===== config.mk =====
export PLATFORM = sky130hd
export DESIGN_NAME = rob_core
export DESIGN_NICKNAME = d
export VERILOG_FILES = /design/src/rtl/rob_pkg.sv /design/src/rtl/rob_ptrs.sv /design/src/rtl/rob_store.sv /design/src/rtl/rob_commit.sv /design/src/rtl/rob_core.sv
export SDC_FILE = /design/constraint.sdc
export NUM_CORES = 1
export LEC_CHECK = 0
export CAP_MARGIN = 40
export CORE_MARGIN = 1
export CORE_UTILIZATION = 40
export DETAILED_ROUTE_END_ITERATION = 8
export HOLD_SLACK_MARGIN = 0.03
export PLACE_DENSITY = 0.58
export SKIP_LAST_GASP = 1
export SYNTH_ARGS = -nofsm -noshare
export SYNTH_HDL_FRONTEND = slang
export SYNTH_SLANG_ARGS = --single-unit

===== constraint.sdc =====
create_clock -name clk -period 6.2 [get_ports clk]
set_input_delay 1.24 -clock clk [delete_from_list [all_inputs] [get_ports clk]]
set_output_delay 1.24 -clock clk [all_outputs]
set_load 0.1 [all_outputs]

===== src/rtl/rob_pkg.sv =====
package rob_pkg;
  typedef enum logic [1:0] {
    KIND_REG    = 2'b00,
    KIND_STORE  = 2'b01,
    KIND_BRANCH = 2'b10
  } rob_kind_e;
endpackage


===== src/rtl/rob_ptrs.sv =====
module rob_ptrs #(
  parameter int DEPTH = 8,
  parameter int TAG_W = $clog2(DEPTH),
  parameter int CNT_W = $clog2(DEPTH + 1)
) (
  input  logic             clk,
  input  logic             rst,
  input  logic             alloc_fire,
  input  logic             commit_fire,
  input  logic             flush,
  output logic [TAG_W-1:0] head,
  output logic [TAG_W-1:0] tail,
  output logic [CNT_W-1:0] count,
  output logic             full,
  output logic             empty
);

  function automatic logic [TAG_W-1:0] step(input logic [TAG_W-1:0] p);
    return (p == TAG_W'(DEPTH - 1)) ? '0 : p + 1'b1;
  endfunction

  always_ff @(posedge clk) begin
    if (rst || flush) begin
      head  <= '0;
      tail  <= '0;
      count <= '0;
    end else begin
      if (alloc_fire)  tail <= step(tail);
      if (commit_fire) head <= step(head);
      count <= count + CNT_W'(alloc_fire) - CNT_W'(commit_fire);
    end
  end

  assign full  = (count == CNT_W'(DEPTH));
  assign empty = (count == '0);

  p_no_overflow_r2: assert property (@(posedge clk) disable iff (rst)
    !(alloc_fire && full));
  p_no_underflow_r5: assert property (@(posedge clk) disable iff (rst)
    !(commit_fire && empty));
  p_tail_step_r3: assert property (@(posedge clk) disable iff (rst)
    (alloc_fire && !flush) |=> (tail == step($past(tail))));
  p_flush_clears_r10: assert property (@(posedge clk) disable iff (rst)
    flush |=> (count == '0 && head == '0 && tail == '0));

endmodule


===== src/rtl/rob_store.sv =====
module rob_store #(
  parameter int DEPTH  = 8,
  parameter int TAG_W  = $clog2(DEPTH),
  parameter int DATA_W = 32,
  parameter int DEST_W = 32
) (
  input  logic              clk,
  input  logic              rst,
  input  logic              flush,
  input  logic              alloc_fire,
  input  logic [TAG_W-1:0]  tail,
  input  logic [1:0]        alloc_kind,
  input  logic [DEST_W-1:0] alloc_dest,
  input  logic              bcast_valid,
  input  logic [TAG_W-1:0]  bcast_tag,
  input  logic [DATA_W-1:0] bcast_value,
  input  logic              bcast_mispredict,
  input  logic              bcast_except,
  input  logic              commit_fire,
  input  logic [TAG_W-1:0]  head,
  output logic [1:0]        head_kind,
  output logic [DEST_W-1:0] head_dest,
  output logic [DATA_W-1:0] head_value,
  output logic              head_ready,
  output logic              head_mis,
  output logic              head_exc,
  input  logic [TAG_W-1:0]  lookup_tag,
  output logic              lookup_ready,
  output logic [DATA_W-1:0] lookup_value
);

  logic [1:0]        kind_mem [DEPTH];
  logic [DEST_W-1:0] dest_mem [DEPTH];
  logic [DATA_W-1:0] val_mem  [DEPTH];
  logic              mis_mem  [DEPTH];
  logic              exc_mem  [DEPTH];
  logic [DEPTH-1:0]  ready_q;

  always_ff @(posedge clk) begin
    if (alloc_fire) begin
      kind_mem[tail] <= alloc_kind;
      dest_mem[tail] <= alloc_dest;
    end
  end

  always_ff @(posedge clk) begin
    if (bcast_valid) begin
      val_mem[bcast_tag] <= bcast_value;
      mis_mem[bcast_tag] <= bcast_mispredict;
      exc_mem[bcast_tag] <= bcast_except;
    end
  end

  for (genvar i = 0; i < DEPTH; i++) begin : g_ready
    always_ff @(posedge clk) begin
      if (rst || flush)
        ready_q[i] <= 1'b0;
      else if (alloc_fire && tail == TAG_W'(i))
        ready_q[i] <= 1'b0;
      else if (bcast_valid && bcast_tag == TAG_W'(i))
        ready_q[i] <= 1'b1;
      else if (commit_fire && head == TAG_W'(i))
        ready_q[i] <= 1'b0;
    end
  end

  assign head_kind  = kind_mem[head];
  assign head_dest  = dest_mem[head];
  assign head_value = val_mem[head];
  assign head_mis   = mis_mem[head];
  assign head_exc   = exc_mem[head];
  assign head_ready = ready_q[head];

  always_ff @(posedge clk) begin
    if (rst) begin
      lookup_ready <= 1'b0;
      lookup_value <= '0;
    end else begin
      lookup_ready <= ready_q[lookup_tag];
      lookup_value <= val_mem[lookup_tag];
    end
  end

  p_bcast_sets_ready_r4: assert property (@(posedge clk) disable iff (rst)
    (bcast_valid && !flush && !(alloc_fire && tail == bcast_tag))
      |=> ready_q[$past(bcast_tag)]);

endmodule


===== src/rtl/rob_commit.sv =====
module rob_commit
  import rob_pkg::*;
#(
  parameter int DATA_W = 32,
  parameter int DEST_W = 32,
  parameter int REG_W  = 5
) (
  input  logic              clk,
  input  logic              rst,
  input  logic              empty,
  input  logic              head_ready,
  input  logic [1:0]        head_kind,
  input  logic [DEST_W-1:0] head_dest,
  input  logic [DATA_W-1:0] head_value,
  input  logic              head_mis,
  input  logic              head_exc,
  output logic              commit_fire,
  output logic              flush,
  output logic              rf_we,
  output logic [REG_W-1:0]  rf_addr,
  output logic [DATA_W-1:0] rf_data,
  output logic              mem_we,
  output logic [DEST_W-1:0] mem_addr,
  output logic [DATA_W-1:0] mem_data,
  output logic              redirect,
  output logic [DATA_W-1:0] redirect_target,
  output logic              except_o
);

  rob_kind_e kind;
  logic      exc_take, mis_take, reg_take, st_take;

  assign kind        = rob_kind_e'(head_kind);
  assign commit_fire = !empty && head_ready;
  assign exc_take    = commit_fire && head_exc;
  assign mis_take    = commit_fire && !head_exc && kind == KIND_BRANCH && head_mis;
  assign reg_take    = commit_fire && !head_exc && kind == KIND_REG;
  assign st_take     = commit_fire && !head_exc && kind == KIND_STORE;
  assign flush       = exc_take || mis_take;

  always_ff @(posedge clk) begin
    if (rst) begin
      rf_we           <= 1'b0;
      rf_addr         <= '0;
      rf_data         <= '0;
      mem_we          <= 1'b0;
      mem_addr        <= '0;
      mem_data        <= '0;
      redirect        <= 1'b0;
      redirect_target <= '0;
      except_o        <= 1'b0;
    end else begin
      rf_we           <= reg_take;
      rf_addr         <= head_dest[REG_W-1:0];
      rf_data         <= head_value;
      mem_we          <= st_take;
      mem_addr        <= head_dest;
      mem_data        <= head_value;
      redirect        <= mis_take;
      redirect_target <= head_value;
      except_o        <= exc_take;
    end
  end

  p_one_outcome_r6: assert property (@(posedge clk) disable iff (rst)
    $onehot0({rf_we, mem_we, redirect, except_o}));
  p_exc_flushed_r8: assert property (@(posedge clk) disable iff (rst)
    except_o |-> $past(flush));

endmodule


===== src/rtl/rob_core.sv =====
module rob_core #(
  parameter int DEPTH  = 8,
  parameter int DATA_W = 32,
  parameter int DEST_W = 32,
  parameter int REG_W  = 5,
  parameter int TAG_W  = $clog2(DEPTH)
) (
  input  logic              clk,
  input  logic              rst,
  input  logic              alloc_req,
  input  logic              rs_free,
  input  logic [1:0]        alloc_kind,
  input  logic [DEST_W-1:0] alloc_dest,
  output logic              alloc_grant,
  output logic [TAG_W-1:0]  alloc_tag,
  input  logic              bcast_valid,
  input  logic [TAG_W-1:0]  bcast_tag,
  input  logic [DATA_W-1:0] bcast_value,
  input  logic              bcast_mispredict,
  input  logic              bcast_except,
  input  logic [TAG_W-1:0]  lookup_tag,
  output logic              lookup_ready,
  output logic [DATA_W-1:0] lookup_value,
  output logic              rf_we,
  output logic [REG_W-1:0]  rf_addr,
  output logic [DATA_W-1:0] rf_data,
  output logic              mem_we,
  output logic [DEST_W-1:0] mem_addr,
  output logic [DATA_W-1:0] mem_data,
  output logic              redirect,
  output logic [DATA_W-1:0] redirect_target,
  output logic              except_o
);

  localparam int CNT_W = $clog2(DEPTH + 1);

  logic [TAG_W-1:0]  head, tail;
  logic [CNT_W-1:0]  count;
  logic              full, empty, commit_fire, flush;
  logic [1:0]        head_kind;
  logic [DEST_W-1:0] head_dest;
  logic [DATA_W-1:0] head_value;
  logic              head_ready, head_mis, head_exc;

  assign alloc_grant = alloc_req && rs_free && !full && !flush;
  assign alloc_tag   = tail;

  rob_ptrs #(.DEPTH(DEPTH), .TAG_W(TAG_W), .CNT_W(CNT_W)) ptrs_i (
    .clk(clk), .rst(rst), .alloc_fire(alloc_grant), .commit_fire(commit_fire),
    .flush(flush), .head(head), .tail(tail), .count(count), .full(full),
    .empty(empty)
  );

  rob_store #(.DEPTH(DEPTH), .TAG_W(TAG_W), .DATA_W(DATA_W), .DEST_W(DEST_W)) store_i (
    .clk(clk), .rst(rst), .flush(flush), .alloc_fire(alloc_grant), .tail(tail),
    .alloc_kind(alloc_kind), .alloc_dest(alloc_dest), .bcast_valid(bcast_valid),
    .bcast_tag(bcast_tag), .bcast_value(bcast_value),
    .bcast_mispredict(bcast_mispredict), .bcast_except(bcast_except),
    .commit_fire(commit_fire), .head(head), .head_kind(head_kind),
    .head_dest(head_dest), .head_value(head_value), .head_ready(head_ready),
    .head_mis(head_mis), .head_exc(head_exc), .lookup_tag(lookup_tag),
    .lookup_ready(lookup_ready), .lookup_value(lookup_value)
  );

  rob_commit #(.DATA_W(DATA_W), .DEST_W(DEST_W), .REG_W(REG_W)) commit_i (
    .clk(clk), .rst(rst), .empty(empty), .head_ready(head_ready),
    .head_kind(head_kind), .head_dest(head_dest), .head_value(head_value),
    .head_mis(head_mis), .head_exc(head_exc), .commit_fire(commit_fire),
    .flush(flush), .rf_we(rf_we), .rf_addr(rf_addr), .rf_data(rf_data),
    .mem_we(mem_we), .mem_addr(mem_addr), .mem_data(mem_data),
    .redirect(redirect), .redirect_target(redirect_target), .except_o(except_o)
  );

  p_count_bound_r2: assert property (@(posedge clk) disable iff (rst)
    count <= CNT_W'(DEPTH));

endmodule


== Word-level counts from Yosys, hierarchy flattened ==
Memories as Yosys holds them, arrays and structs flattened. A register that Yosys moved wholly into a read port is not among the register bits.
Index checks and enable logic that the tools add are counted.

* Logic and storage cells: 148
* Output and inout port bits: 174
* Memories: 5
* Register bits: 60
* Bits of input ports: 79
* Bits in writable memories: 544

* Muxes and demuxes: 34
* Eq/ne operators: 24
* $add $sub $neg: 4
* Reductions and logical operators: 61
* $lt $le $gt $ge: 2

{| class="wikitable"
|+ Memory list
! name !! depth !! bits a word !! read ports !! clocked after memory_dff !! wr ports !! line !! text
|-
| store_i.dest_mem || 8 || 32 || 1 || 1 || 1 || rob_store.sv:33 || <nowiki>logic [DEST_W-1:0] dest_mem [DEPTH];</nowiki>
|-
| store_i.val_mem || 8 || 32 || 2 || 2 || 1 || rob_store.sv:34 || <nowiki>logic [DATA_W-1:0] val_mem [DEPTH];</nowiki>
|-
| store_i.kind_mem || 8 || 2 || 1 || 1 || 1 || rob_store.sv:32 || <nowiki>logic [1:0] kind_mem [DEPTH];</nowiki>
|-
| store_i.exc_mem || 8 || 1 || 1 || 1 || 1 || rob_store.sv:36 || <nowiki>logic exc_mem [DEPTH];</nowiki>
|-
| store_i.mis_mem || 8 || 1 || 1 || 1 || 1 || rob_store.sv:35 || <nowiki>logic mis_mem [DEPTH];</nowiki>
|}

{| class="wikitable"
|+ Operator list
! cell !! number
|-
| $eq 3x3->1 const B || 12
|-
| $logic_and 1x1->1 || 34
|-
| $mux 3 || 10
|-
| $mux 1 || 22
|-
| $eq 3x2->1 const B || 6
|-
| $reduce_bool 2->1 || 8
|-
| $reduce_or 2->1 || 8
|-
| $eq 3x1->1 const B || 3
|-
| $logic_not 3->1 || 3
|-
| $lt 3x4->1 const B || 2
|-
| $add 3x1->3 const B || 2
|-
| $bmux 1 s3 || 2
|-
| $add 4x1->4 || 1
|-
| $eq 4x4->1 const B || 1
|-
| $logic_not 1->1 || 4
|-
| $logic_not 4->1 || 1
|-
| $sub 4x1->4 || 1
|-
| $eq 2x1->1 const B || 1
|-
| $eq 2x2->1 const B || 1
|-
| $logic_not 2->1 || 1
|-
| $logic_or 1x1->1 || 2
|}

== Logic depth before layout (Yosys ltp) ==
* Depth after elaboration: 11
* Mapped depth: 13
* Mapped depth without buffers: 13

== Hierarchy ==
Synthesis repeated with hierarchy kept, for this count alone.

* Cells, all modules: 1315
* Area, all modules: 26814.5 µm²

{| class="wikitable"
|+ By module, submodules not included
! module !! seq. area each (µm²) !! area an instance (µm²) !! cells an instance !! times used
|-
| rob_store || 17156.5 || 23859.1 || 1038 || 1
|-
| rob_commit || 1361.3 || 2374.8 || 218 || 1
|-
| rob_ptrs || 200.2 || 568.0 || 58 || 1
|-
| rob_core || 0.0 || 12.5 || 1 || 1
|}

== Worst setup path after synthesis ==
No wires, ideal clock.

* Path kind: input -> register
* From: in rs_free
* To: mem store_i.dest_mem[0][0], enable pin
* Setup slack: 0.337 ns
* Required time: 5.678 ns
* Data arrival time: 5.341 ns
* Stages on the path: 3
* Cells stage by stage: o311ai_0 clkbuf_1 nor4b_1

* Word-level cells in the longest chain between the ends: 5

{| class="wikitable"
|+ RTL lines
! element !! line !! text
|-
| from (decl) || rob_core.sv:11 || <nowiki>input logic rs_free,</nowiki>
|-
| $logic_and 1x1->1 (3 in series) || rob_core.sv:45 || <nowiki>assign alloc_grant = alloc_req && rs_free && !full && !flush;</nowiki>
|-
| $mux 1 || rob_store.sv:40 || <nowiki>if (alloc_fire) begin</nowiki>
|-
| $mux 1 (implied by the code) || rob_store.sv:42 || <nowiki>dest_mem[tail] <= alloc_dest;</nowiki>
|-
| to (decl) || rob_store.sv:33 ||
|}

No other way between the ends.

==> run_results.csv <==
group,metric,value,unit
run_status,outcome,"complete, no violations",
pwr,p_switching,2.86,mW
pwr,share_comb_of_total_power,0.146,
global_route,grt_pass1_wl,92200,um
clock_network,cts_resized,0,
drt,wire_per_inst,22.7,um
timing,hold-worst-slack,0.561,ns
clock_network,cts.sinks,666,
synth,synth_edf_count,544,
synth,syn_area,26500,sq um
drt,firstDrtPassIters,4,
clock_network,cts_setup_buffers,0,
global_route,grt_max_degree,69,
global_route,antenna_found_initial,2,
global_route,gr-usage-met2,0.309,
drt,routed_via_density,5.23,
pwr,seqPwrFrac,0.464,
timing,setup_violations,0,
finish,layout-drive-gt1-share,0.302,
global_route,grt_usage,0.185,
place,placed_area,32600,sq um
drt,drcViolationCount,0,
timing,slew_headroom,0.417,
global_route,gr-total-overflow,0,
drt,vias,14100,
pwr,swShare,0.261,
global_route,busiest_layer,"met2",
global_route,grt_pass1_vias,14800,
worst_setup_path,cp.required,4.96,ns
drt,drt_iter0_drc,753,
floorplan,initial_utilization,0.404,
timing,max_freq,0.212,GHz
drt,wl,61500,um
timing,worst_slew_pin_slew,0.875,ns
floorplan,die_area,67400,sq um
place,dp.cells,2570,
synth,yosysWarningCount,0,
clock_network,clock_latency,0.63,ns
synth,synth_compound_area_frac,0.0136,
synth,ys_ff_latch,666,
clock_network,cts_tree,"done",
place,gp_congestion,0.757,
worst_setup_path,crit_arrival,3.48,ns
synth,syn_nets,1487,
synth,synth_mux_area_frac,0.201,
clock_network,h-tree-depth,3,
drt,postRouteAntennaNets,0,
synth,syn-instance-count,1389,
synth,synthSimpleGateAreaFrac,0.0331,
synth,netlist.area_leader.share,0.616,
timing,rsz0062_at_grt,"false",
global_route,use_met1,0.245,
pwr,clkPwrFrac,0.390,
clock_network,clkSlewWorstSetupHoldPaths,0.06,ns
floorplan,rows,94,
synth,async_flop_share,0,
finish,final_cells,2707,
synth,ys_seq_area_frac,0.708,
place,io_buffers,252,
pwr,p_per_area,313,nW/um^2
finish,fillCellCount,5073,
run,drv_cap,0,
worst_setup_path,crit_fanout,32,
clock_network,ctsHoldBuffers,0,
pwr,p_leak,11.7,nW
timing,slew_viol_final,0,
timing,setup_ws,1.48,ns
synth,synth_top_flop_cell,"edfxtp_1",
timing,fin_tns_setup,0,ns
worst_hold_path,holdCritPathClass,"flop to flop",
place,dp_slack,2.11,ns
synth,avgSynthCellArea,19.1,sq um
floorplan,coreArea,65700,sq um
synth,synth_area_leaders,"edfxtp_1 62%, mux4_2 17%, dfxtp_1 9.2%",
clock_network,clk_path_buf_depth,3,
synth,yosys.area.top_type,"edfxtp_1",
worst_setup_path,start_kind,"flop",
floorplan,die_x,260,um
finish,post-route-util,0.532,
worst_setup_path,path_class,"flop to output pin",
finish,fin_nets,1879,
finish,syn2layout_area_growth,31.9,%
synth,synth_top_family_by_area,"multiplexers",
floorplan,ios,253,
clock_network,root_buffer,"clkbuf_16",
pwr,p_total,11.0,mW
global_route,use_met3,0.0393,
pwr,irDropWorstVdd,0.250,mV
floorplan,die_h,260,um
synth,synth_xor_area_frac,0.000660,
timing,finalClockSkew,0.0286,ns
clock_network,cts_made_buffers,73,
timing,finalCritPeriodShare,0.762,
finish,stdcell_area,35000,sq um
synth,ys_types,44,
timing,period_needed,4.72,ns
timing,finalHoldViolCount,0,
place,post-dp-hpwl,35900,um
worst_setup_path,endpoint_kind,"output pin",
synth,synth_fa_ha_area_frac,0.00924,
pwr,internal_power,8.10,mW
## area by class of cell
class                           instances  area, sq um  area share
Inverter                               16         60.1     0.00172
Clock inverter                         29          303     0.00865
Tap cell                              864         1080      0.0309
Multi-Input combinational cell        560         6940       0.198
Sequential cell                       666        18800       0.537
Clock buffer                          107         2120      0.0605
Timing Repair Buffer                  464         5690       0.163
Antenna cell                            1         2.50   0.0000715
## layout by cell type (no fill, tap or decap), types with 11 or more instances in the layout
cell type        synthesis  final
buf_16                   0     16
a21oi_1                 42     42
inv_1                   15     15
mux2i_1                 71     71
edfxtp_1               544    544
dfxtp_1                122    116
buf_4                   70     32
clkbuf_16                0     74
mux4_2                 199    199
nand2_1                 77     77
buf_8                    0    164
nor2_1                  78     72
nor3_1                  14     11
clkdlybuf4s50_1          0    247
clkbuf_1                33     19
clkinv_2                 0     11
clkbuf_8                 0     14
ha_1                    18     18
## path summary, 6_finish.rpt
path              cells after the start                 end               start  slack [ns]
hold reg to reg                       2  store_i.ready_q[5]  store_i.ready_q[5]        0.56
hold / removal                        2  store_i.ready_q[5]  store_i.ready_q[5]        0.56
setup reg to reg                     11     ptrs_i.count[1]                flop        2.56
setup / recovery                      8         alloc_grant                flop        1.48
## Yosys cell counts, drive strengths merged, types with 2 or more instances
cell type,count
o21ai,3
ha,18
nand3,4
clkbuf,33
o221ai,2
inv,15
a31oi,3
edfxtp,544
mux2i,72
o31ai,2
dfxtp,122
and3,3
nor3b,4
nor4b,2
a21oi,43
nand2b,6
nor3,14
mux4,203
nor2,78
nand2,77
nor4,9
buf,114
a2111oi,4
## cell families after synthesis
family | Yosys count
flops | 666
mux | 276
simple gates | 202
buf+inv | 163
compound gates | 61
fa+ha+maj | 19
xor+xnor | 2
## registers in the layout, summed over array words and instances, names as in the netlist, named ones only
register / cells
store_i.dest_mem: 256
store_i.val_mem: 256
commit_i.mem_addr: 32
commit_i.rf_data: 32
store_i.lookup_value: 32
store_i.kind_mem: 16
store_i.exc_mem: 8
store_i.mis_mem: 8
store_i.ready_q: 8
ptrs_i.count: 4
ptrs_i.head: 3
ptrs_i.tail: 3
commit_i.except_o: 1
commit_i.mem_we: 1
commit_i.redirect: 1
commit_i.rf_we: 1
store_i.lookup_ready: 1
## metal layers
layer	vias up	wire length [um]
li1	6274	-
met1	7388	25800
met2	395	31000
met3	87	3640
met4	2	1120
met5	-	14
## power by group through the flow
stage,clock (mW),sequential [mW],combinational (mW)
finish,4.28,5.08,1.60
global route,4.56,5.10,1.67
global placement,0,5.17,1.32
detailed placement,0,5.18,1.61
floorplan,0,5.52,0.628
CTS,4.39,5.09,1.62
## critical path, cell delays in order, from the launching register on
cell     delay (ns)
dfxtp_2        0.32
buf_4          0.42
mux4_1         0.61
mux2_2         0.31
or3_4          0.36
a21oi_4        0.15
buf_4          0.32
nor2_1         0.14
buf_12         0.19
Power figures use the tool's default switching activity.
